## src/rtl/dbg_mode_pkg.sv

```systemverilog
package dbg_mode_pkg;

  // Strobes from the reset sequencer to the datapath
  typedef struct packed {
    logic sampleNow;   // edge three cycles before soft reset release
    logic preRelease;  // soft reset still asserted
    logic startNow;    // first edge after release
    logic running;     // start-up finished, events are live
  } seqStrobes_t;

endpackage

```

## src/rtl/dbg_rst_seq.sv

```systemverilog
module dbg_rst_seq
  import dbg_mode_pkg::*;
#(
  parameter int RELEASE_CYCLES = 6
) (
  input  logic        clk,
  input  logic        hardRstN,
  output logic        softRstN,
  output seqStrobes_t seq
);

  localparam int CW = $clog2(RELEASE_CYCLES + 1);
  localparam logic [CW-1:0] CNT_INIT  = CW'(RELEASE_CYCLES);
  localparam logic [CW-1:0] SAMPLE_AT = CW'(4);
  localparam logic [CW-1:0] LAST_AT   = CW'(1);

  logic [CW-1:0] relCnt;
  logic          softRel;
  logic          started;

  always_ff @(posedge clk or negedge hardRstN) begin
    if (!hardRstN) begin
      relCnt  <= CNT_INIT;
      softRel <= 1'b0;
      started <= 1'b0;
    end else begin
      if (relCnt != '0) relCnt <= relCnt - CW'(1);
      if (relCnt == LAST_AT) softRel <= 1'b1;
      if (softRel && !started) started <= 1'b1;
    end
  end

  always_comb begin
    seq.sampleNow  = (relCnt == SAMPLE_AT) && !softRel;
    seq.preRelease = !softRel;
    seq.startNow   = softRel && !started;
    seq.running    = started;
  end

  assign softRstN = softRel;

  assert_release_sticky_R1: assert property (@(posedge clk) disable iff (!hardRstN)
    softRel |=> softRel);

  assert_sample_precedes_release_R2: assert property (@(posedge clk) disable iff (!hardRstN)
    seq.sampleNow |=> !softRel);

  assert_start_after_release_R4: assert property (@(posedge clk) disable iff (!hardRstN)
    seq.startNow |=> started);

endmodule

```

## src/rtl/dbg_mode_dp.sv

```systemverilog
module dbg_mode_dp
  import dbg_mode_pkg::*;
#(
  parameter int NUM_EVENTS = 4
) (
  input  logic                  clk,
  input  logic                  hardRstN,
  input  seqStrobes_t           seq,
  input  logic                  dbgStrobe,
  input  logic [NUM_EVENTS-1:0] evtReq,
  input  logic                  evtEnWr,
  input  logic [NUM_EVENTS-1:0] evtEnData,
  input  logic                  userMode,
  input  logic                  resumeReq,
  output logic                  debugEnabled,
  output logic                  fetchStart,
  output logic                  debugEntry,
  output logic                  inDebug,
  output logic                  freeze,
  output logic                  regAccessOk
);

  logic                  dbgEn;
  logic                  strobeHeld;
  logic [NUM_EVENTS-1:0] evtEn;
  logic [NUM_EVENTS-1:0] evtHit;
  logic                  anyHit;
  logic                  bootEntry;

  for (genvar i = 0; i < NUM_EVENTS; i++) begin : g_mask
    assign evtHit[i] = evtReq[i] & evtEn[i];
  end

  assign anyHit      = |evtHit;
  assign bootEntry   = strobeHeld && dbgStrobe && dbgEn;
  assign regAccessOk = inDebug || !userMode;

  always_ff @(posedge clk or negedge hardRstN) begin
    if (!hardRstN) begin
      dbgEn      <= 1'b0;
      strobeHeld <= 1'b1;
      evtEn      <= '0;
      inDebug    <= 1'b0;
      freeze     <= 1'b0;
      fetchStart <= 1'b0;
      debugEntry <= 1'b0;
    end else begin
      fetchStart <= 1'b0;
      debugEntry <= 1'b0;
      if (seq.sampleNow)  dbgEn <= dbgStrobe;
      if (seq.preRelease) strobeHeld <= strobeHeld & dbgStrobe;
      if (seq.startNow) begin
        if (bootEntry) begin
          debugEntry <= 1'b1;
          inDebug    <= 1'b1;
        end else begin
          fetchStart <= 1'b1;
        end
      end else if (seq.running) begin
        if (resumeReq) begin
          inDebug <= 1'b0;
          freeze  <= 1'b0;
        end else if (anyHit) begin
          if (dbgEn) begin
            if (!inDebug) begin
              debugEntry <= 1'b1;
              inDebug    <= 1'b1;
            end
          end else begin
            freeze <= 1'b1;
          end
        end
      end
      if (evtEnWr && regAccessOk) evtEn <= evtEnData;
    end
  end

  assign debugEnabled = dbgEn;

  assert_enable_frozen_R3: assert property (@(posedge clk) disable iff (!hardRstN)
    !seq.sampleNow |=> $stable(debugEnabled));

  assert_start_exclusive_R4: assert property (@(posedge clk) disable iff (!hardRstN)
    !(fetchStart && debugEntry));

  assert_entry_single_R5: assert property (@(posedge clk) disable iff (!hardRstN)
    debugEntry |=> !debugEntry);

  assert_no_debug_when_off_R6: assert property (@(posedge clk) disable iff (!hardRstN)
    !debugEnabled |-> (!inDebug && !debugEntry));

  assert_resume_clears_R7: assert property (@(posedge clk) disable iff (!hardRstN)
    (seq.running && resumeReq) |=> (!inDebug && !freeze));

  assert_blocked_write_R9: assert property (@(posedge clk) disable iff (!hardRstN)
    (evtEnWr && !regAccessOk) |=> $stable(evtEn));

endmodule

```

## src/rtl/dbg_mode_ctrl.sv

```systemverilog
module dbg_mode_ctrl
  import dbg_mode_pkg::*;
#(
  parameter int RELEASE_CYCLES = 6,
  parameter int NUM_EVENTS     = 4
) (
  input  logic                  clk,
  input  logic                  hardRstN,
  input  logic                  dbgStrobe,
  input  logic [NUM_EVENTS-1:0] evtReq,
  input  logic                  evtEnWr,
  input  logic [NUM_EVENTS-1:0] evtEnData,
  input  logic                  userMode,
  input  logic                  resumeReq,
  output logic                  softRstN,
  output logic                  debugEnabled,
  output logic                  fetchStart,
  output logic                  debugEntry,
  output logic                  inDebug,
  output logic                  freeze,
  output logic                  regAccessOk
);

  seqStrobes_t seq;

  dbg_rst_seq #(.RELEASE_CYCLES(RELEASE_CYCLES)) u_seq (
    .clk      (clk),
    .hardRstN (hardRstN),
    .softRstN (softRstN),
    .seq      (seq)
  );

  dbg_mode_dp #(.NUM_EVENTS(NUM_EVENTS)) u_dp (
    .clk          (clk),
    .hardRstN     (hardRstN),
    .seq          (seq),
    .dbgStrobe    (dbgStrobe),
    .evtReq       (evtReq),
    .evtEnWr      (evtEnWr),
    .evtEnData    (evtEnData),
    .userMode     (userMode),
    .resumeReq    (resumeReq),
    .debugEnabled (debugEnabled),
    .fetchStart   (fetchStart),
    .debugEntry   (debugEntry),
    .inDebug      (inDebug),
    .freeze       (freeze),
    .regAccessOk  (regAccessOk)
  );

  assert_access_rule_R8: assert property (@(posedge clk) disable iff (!hardRstN)
    (inDebug || !userMode) |-> regAccessOk);

endmodule

```

## config.mk

```make
export PLATFORM = sky130hd
export DESIGN_NAME = dbg_mode_ctrl
export DESIGN_NICKNAME = d
export VERILOG_FILES = /design/src/rtl/dbg_mode_pkg.sv /design/src/rtl/dbg_rst_seq.sv /design/src/rtl/dbg_mode_dp.sv /design/src/rtl/dbg_mode_ctrl.sv
export SDC_FILE = /design/constraint.sdc
export NUM_CORES = 1
export LEC_CHECK = 0
export BUFFER_PORTS_ARGS = -buffer_cell sky130_fd_sc_hd__buf_4
export CORE_MARGIN = 8
export CORE_UTILIZATION = 43
export DETAILED_ROUTE_END_ITERATION = 8
export GPL_ROUTABILITY_DRIVEN = 0
export PLACE_DENSITY = 0.71
export REMOVE_ABC_BUFFERS = 1
export SLEW_MARGIN = 0
export SYNTH_ARGS = -nofsm -noshare
export SYNTH_HDL_FRONTEND = slang
export SYNTH_SLANG_ARGS = --single-unit
```

## constraint.sdc

```tcl
create_clock -name clk -period 1.2 [get_ports clk]
set_input_delay 0.06 -clock clk [delete_from_list [all_inputs] [get_ports clk]]
set_output_delay 0.06 -clock clk [all_outputs]
set_load 0.05 [all_outputs]
```

Word level (Yosys, flattened, before mapping)
Cells that the tools add are included.
Widths: inputs -> output; s select.
Storage, ports and cells
  input bits: 14
  register bits after elaboration: 15
  word-level logic and storage cells: 56
  output and inout bits: 7
Cells by class
  muxes and demuxes: 18
  eq/ne operators: 4
  bitwise operators: 6
  add/sub/neg operators: 1
  reductions and logical operators: 17
Operators by type and width (count)
  $mux 1: 18
  $reduce_bool 3->1: 3
  $reduce_and 4->1: 2
  $and 1x1->1: 5
  $logic_and 1x1->1: 5
  $reduce_bool 2->1: 2
  $reduce_or 4->1: 1
  $eq 3x1->1 const B: 1
  $eq 3x3->1 const B: 1
  $logic_not 1->1: 3
  $sub 3x1->3 const B: 1
  $ne 2x1->1 const B: 1
  $ne 2x2->1 const B: 1
  $logic_or 1x1->1: 1
  $not 1->1: 1

Logic depth before layout (Yosys ltp)
  depth in word-level cells: 6
  gate-level depth with buffers: 5
  depth with buffers taken out: 5

Hierarchy
A second synthesis with hierarchy kept.
Second synthesis, totals
  cell total of the unflattened synthesis: 59
  area, all modules: 715.7 um^2
By module, submodules not included
  dbg_mode_dp: area an instance 460.4 um^2, sequential area each 251.5 um^2, times used 1, cells each 37
  dbg_rst_seq: area an instance 255.2 um^2, sequential area each 127.6 um^2, times used 1, cells each 22

Least setup slack after synthesis
OpenSTA, ideal clock, no wires.
  kind: flip-flop to flip-flop
  start: reg u_dp.inDebug
  end: reg u_dp.evtEn[0]
  arrival time: 1.360 ns
  buffers on the path: 0
  required time: 1.075 ns
  period minus slack after synthesis: 1.485 ns
  stages on the path, launching flop included: 4
  setup slack: -0.285 ns
  setup time: 0.125 ns
  cells stage by stage: dfrtp_1 nand2b_4 nand2_4 mux2_4
Between the ends
  cells in the longest elaborated chain, start to end: 2
RTL lines
  start: declaration: line dbg_mode_dp.sv:18  | output logic inDebug,
  start signal: assignment: line dbg_mode_dp.sv:43  | inDebug <= 1'b0;
  start signal: assignment: line dbg_mode_dp.sv:55  | inDebug <= 1'b1;
  start signal: assignment: line dbg_mode_dp.sv:61  | inDebug <= 1'b0;
  $logic_or 1x1->1: line dbg_mode_dp.sv:36  | assign regAccessOk = inDebug || !userMode;
  via regAccessOk: line dbg_mode_ctrl.sv:21  | output logic regAccessOk
  $logic_and 1x1->1: line dbg_mode_dp.sv:74  | if (evtEnWr && regAccessOk) evtEn <= evtEnData;
  end signal: assignment: line dbg_mode_dp.sv:74
  end: declaration: line dbg_mode_dp.sv:25  | logic [NUM_EVENTS-1:0] evtEn;
The timed path passes the listed nets, and every way through them passes these cells.
A chain may end at the register's enable or synchronous reset.

Worst setup path after layout
  start: reg u_seq.relCnt[1]
  end: reg u_dp.dbgEn, in the netlist u_dp.debugEnabled
Between the ends
  cells in the longest elaborated chain, start to end: 2
RTL lines
  start: declaration: line dbg_rst_seq.sv:17  | logic [CW-1:0] relCnt;
  start signal: assignment: line dbg_rst_seq.sv:27  | if (relCnt != '0) relCnt <= relCnt - CW'(1);
  $eq 3x3->1: line dbg_rst_seq.sv:34  | seq.sampleNow = (relCnt == SAMPLE_AT) && !softRel;
  $logic_and 1x1->1: line dbg_rst_seq.sv:34
  end signal: assignment: line dbg_mode_dp.sv:50  | if (seq.sampleNow) dbgEn <= dbgStrobe;
  end: declaration: line dbg_mode_dp.sv:23  | logic dbgEn;
No other way between the ends.

==> flow_summary.json <==
{
  "critPathMaxFanout": 2,
  "totalWireLength_mm": 1.57,
  "crit_slowest_cell": "dfstp_2",
  "dieWidth_um": 56.0,
  "yosysMostFrequentCell": "dfrtp_1",
  "grt_max_degree": 16,
  "clockBufferDepth": 2,
  "ys.flop_type": "dfrtp_1",
  "post-route-min-period_ns": 1.24,
  "overflow": 0,
  "rows": 14,
  "critPathKind": "reg -> reg",
  "yosysTopAreaCellShare_pct": 43.7,
  "status": "finished, violations left",
  "fin_nets": 107,
  "worstPathArrival_ns": 1.42,
  "cp-start-kind": "register",
  "cp_num_buf_inv": 1,
  "syn2layout_area_growth_pct": 46.8,
  "path_clk_slew_ns": 0.09,
  "slew_headroom_pct": 81.5,
  "synth_top_area_cell": "dfrtp_1",
  "violations": "negative setup slack",
  "seq_area_frac_synth_pct": 55.2,
  "die_h_um": 56.0,
  "timing.max_cap.violations": 0,
  "syn_inst": 55,
  "hp-class": "in -> reg",
  "dpl_worst_slack_ns": -0.0862,
  "synth_top_family_by_area": "simple AND/OR/NAND/NOR gates",
  "place.port_buffers": 20,
  "worstMarginPinSlew_ns": 0.275,
  "via_per_inst": 5.16,
  "critPathMaxStageDelay_ns": 0.54,
  "syn_area_per_cell_um2": 12.5,
  "largest_register": "u_dp.evtEn",
  "synth-seq-cells": 15,
  "cts_tree": "yes",
  "fin_skew_ns": 0.000803,
  "final_hold_viol_count": 0,
  "num_io_pins": 21,
  "cts_root_buf": "clkbuf_4",
  "crit_family": "flip-flops",
  "crit_path_end_kind": "register",
  "antenna_left": 0,
  "setup_viol": 1,
  "die_area_mm2": 0.00313,
  "synth_edf_count": 0,
  "final_core_util_pct": 66.9,
  "core_area_mm2": 0.00151,
  "drv_slew": 0,
  "clkSinkCount": 15,
  "setup_slack_ns": -0.0445,
  "drt_first_pass_iters": 3,
  "worstPathRequired_ns": 1.38,
  "initial_core_util_pct": 45.6,
  "drive_gt1_share_pct": 49.4,
  "synth-xor-area-share_pct": 1.28,
  "h-tree-depth": 1,
  "p_per_area_mw_per_mm2": 927,
  "clock_latency_ns": 0.28,
  "drt-initial-drc-count": 4,
  "leakagePower_nw": 0.491,
  "dp_hpwl_mm": 1.14,
  "synth_mux_area_share_pct": 10.4,
  "rsz0062_at_grt": "yes",
  "netlist_top_cells_count": "12 x dfrtp_1, 4 x inv_1, 4 x mux2_4, 4 x nor2_1",
  "yosys.area_share.adder_pct": 5.46,
  "grt_pass1_wl_mm": 2.62,
  "min_period_over_period_pct": 104,
  "wl_per_cell_um": 14.9,
  "synth_area_leaders": "dfrtp_1 44%, dfstp_2 11%, mux2_4 8.7%",
  "fmax_mhz": 804,
  "first_global_vias": 565,
  "route.detailed.drc": 0,
  "synth_cell_types": 25,
  "vdd_ir_drop_max_mv": 0.662,
  "path_cells": "inv_2 > ha_4 > nand3b_1 > mux2_4",
  "diodes": 0,
  "synth_compound_area_share_pct": 12.8,
  "largest_reg_flops": 4,
  "async_flop_share_pct": 100,
  "antenna_found_initial": 0,
  "via_count": 542,
  "fillers": 112,
  "syn_area_um2": 687,
  "cts_made_buffers": 3,
  "reg.largest.list": "u_dp.evtEn: 4 flops, u_seq.relCnt: 3 flops",
  "synth_simple_gate_area_share_pct": 12.8,
  "grt_use_total_pct": 10.5,
  "yosysWarnings": 0
}
what timing repair did:
item,in CTS,in global routing
buffers inserted,0,1
hold endpoints to repair,19,1
endpoints found under the setup margin,3,4
resized for setup,5,5
hold buffers,5,1
kinds of logic (layout without fill, tap and decap cells):
logic type               Yosys count  in the layout
XOR/XNOR                           1              1
adder cells (fa/ha/maj)            3              3
multiplexers                       5              5
buffers and inverters              4             38
flip-flops                        15             15
AO/OA/AOI/OAI                     13             13
AND/OR/NAND/NOR                   14             14
per-stage QoR:
step	setup TNS (ns)	hold WS, ns	instances	power, mW	instance area (um^2)
floorplan	-1.27	-0.236	55	0.582	687
global placement	-0.0777	-0.0791	94	0.635	880
detailed placement	-0.122	-0.0767	94	0.639	880
CTS	-0.0426	0.000214	103	0.944	980
global route	-0.105	0.00139	105	0.981	1010
finish	-0.0445	0.00254	105	0.935	1010
worst reg2reg max path, delay by kind of cell, from the launching register on:
kind | cells | cell delay (ns)
fa+ha+maj | 1 | 0.15
flops | 1 | 0.54
buf+inv | 1 | 0.05
mux | 1 | 0.30
simple gates | 1 | 0.09
layout by cell type, fill, tap and decap left out, types with 2 or more instances in the layout:
cell type / Yosys / routed
dlygate4sd3_1: 0 / 6
o21ai_0: 3 / 2
nor2_2: 0 / 2
a31oi_1: 2 / 2
nor2_1: 4 / 2
dfrtp_1: 12 / 12
clkbuf_4: 0 / 3
nand2_1: 2 / 2
nand2b_4: 1 / 2
mux2_4: 4 / 5
a22o_1: 3 / 3
buf_4: 0 / 23
dfstp_2: 3 / 3
inv_1: 4 / 3
routing by layer:
layer	GRT usage, %	up-vias	share of wire (%)
li1	-	262	-
met1	11.3	262	40
met2	17.4	14	52
met3	2.51	4	4.8
met4	7.22	0	2.9
met5	0	-	0
final cells by class:
cell class | count | area, um^2 | share of cell area [%]
sequential | 15 | 379 | 37.6
multi-input combinational | 36 | 324 | 32.1
timing repair buffer | 30 | 244 | 24.2
clock buffer | 4 | 26.3 | 2.61
tap | 16 | 20.0 | 1.99
inverter | 4 | 15.0 | 1.49
final timing paths:
| check | from | end | slack, ns | cells after the start |
|---|---|---|---|---|
| max | u_seq.relCnt[1]$_DFFE_PN1P_ | u_dp.debugEnabled$_DFFE_PN0P_ | -0.04 | 4 |
| min | evtEnData[2] | u_dp.evtEn[2]$_DFFE_PN0P_ | 0.003 | 2 |
| max reg2reg | u_seq.relCnt[1]$_DFFE_PN1P_ | u_dp.debugEnabled$_DFFE_PN0P_ | -0.04 | 4 |
| min reg2reg | u_dp.strobeHeld$_DFFE_PN1N_ | u_dp.strobeHeld$_DFFE_PN1N_ | 0.48 | 1 |
| max in group asynchronous | hardRstN | u_seq.relCnt[1]$_DFFE_PN1P_ | 0.80 | 2 |
| min in group asynchronous | hardRstN | u_dp.debugEnabled$_DFFE_PN0P_ | 0.16 | 2 |
report_power, final:
part           switching, mW  internal, mW  total, mW  leakage (nW)
Combinational         0.0408        0.0715      0.112         0.299
Sequential            0.0112         0.521      0.532         0.177
Clock                  0.162         0.129      0.291        0.0150
(Power assumes the default switching activity.)
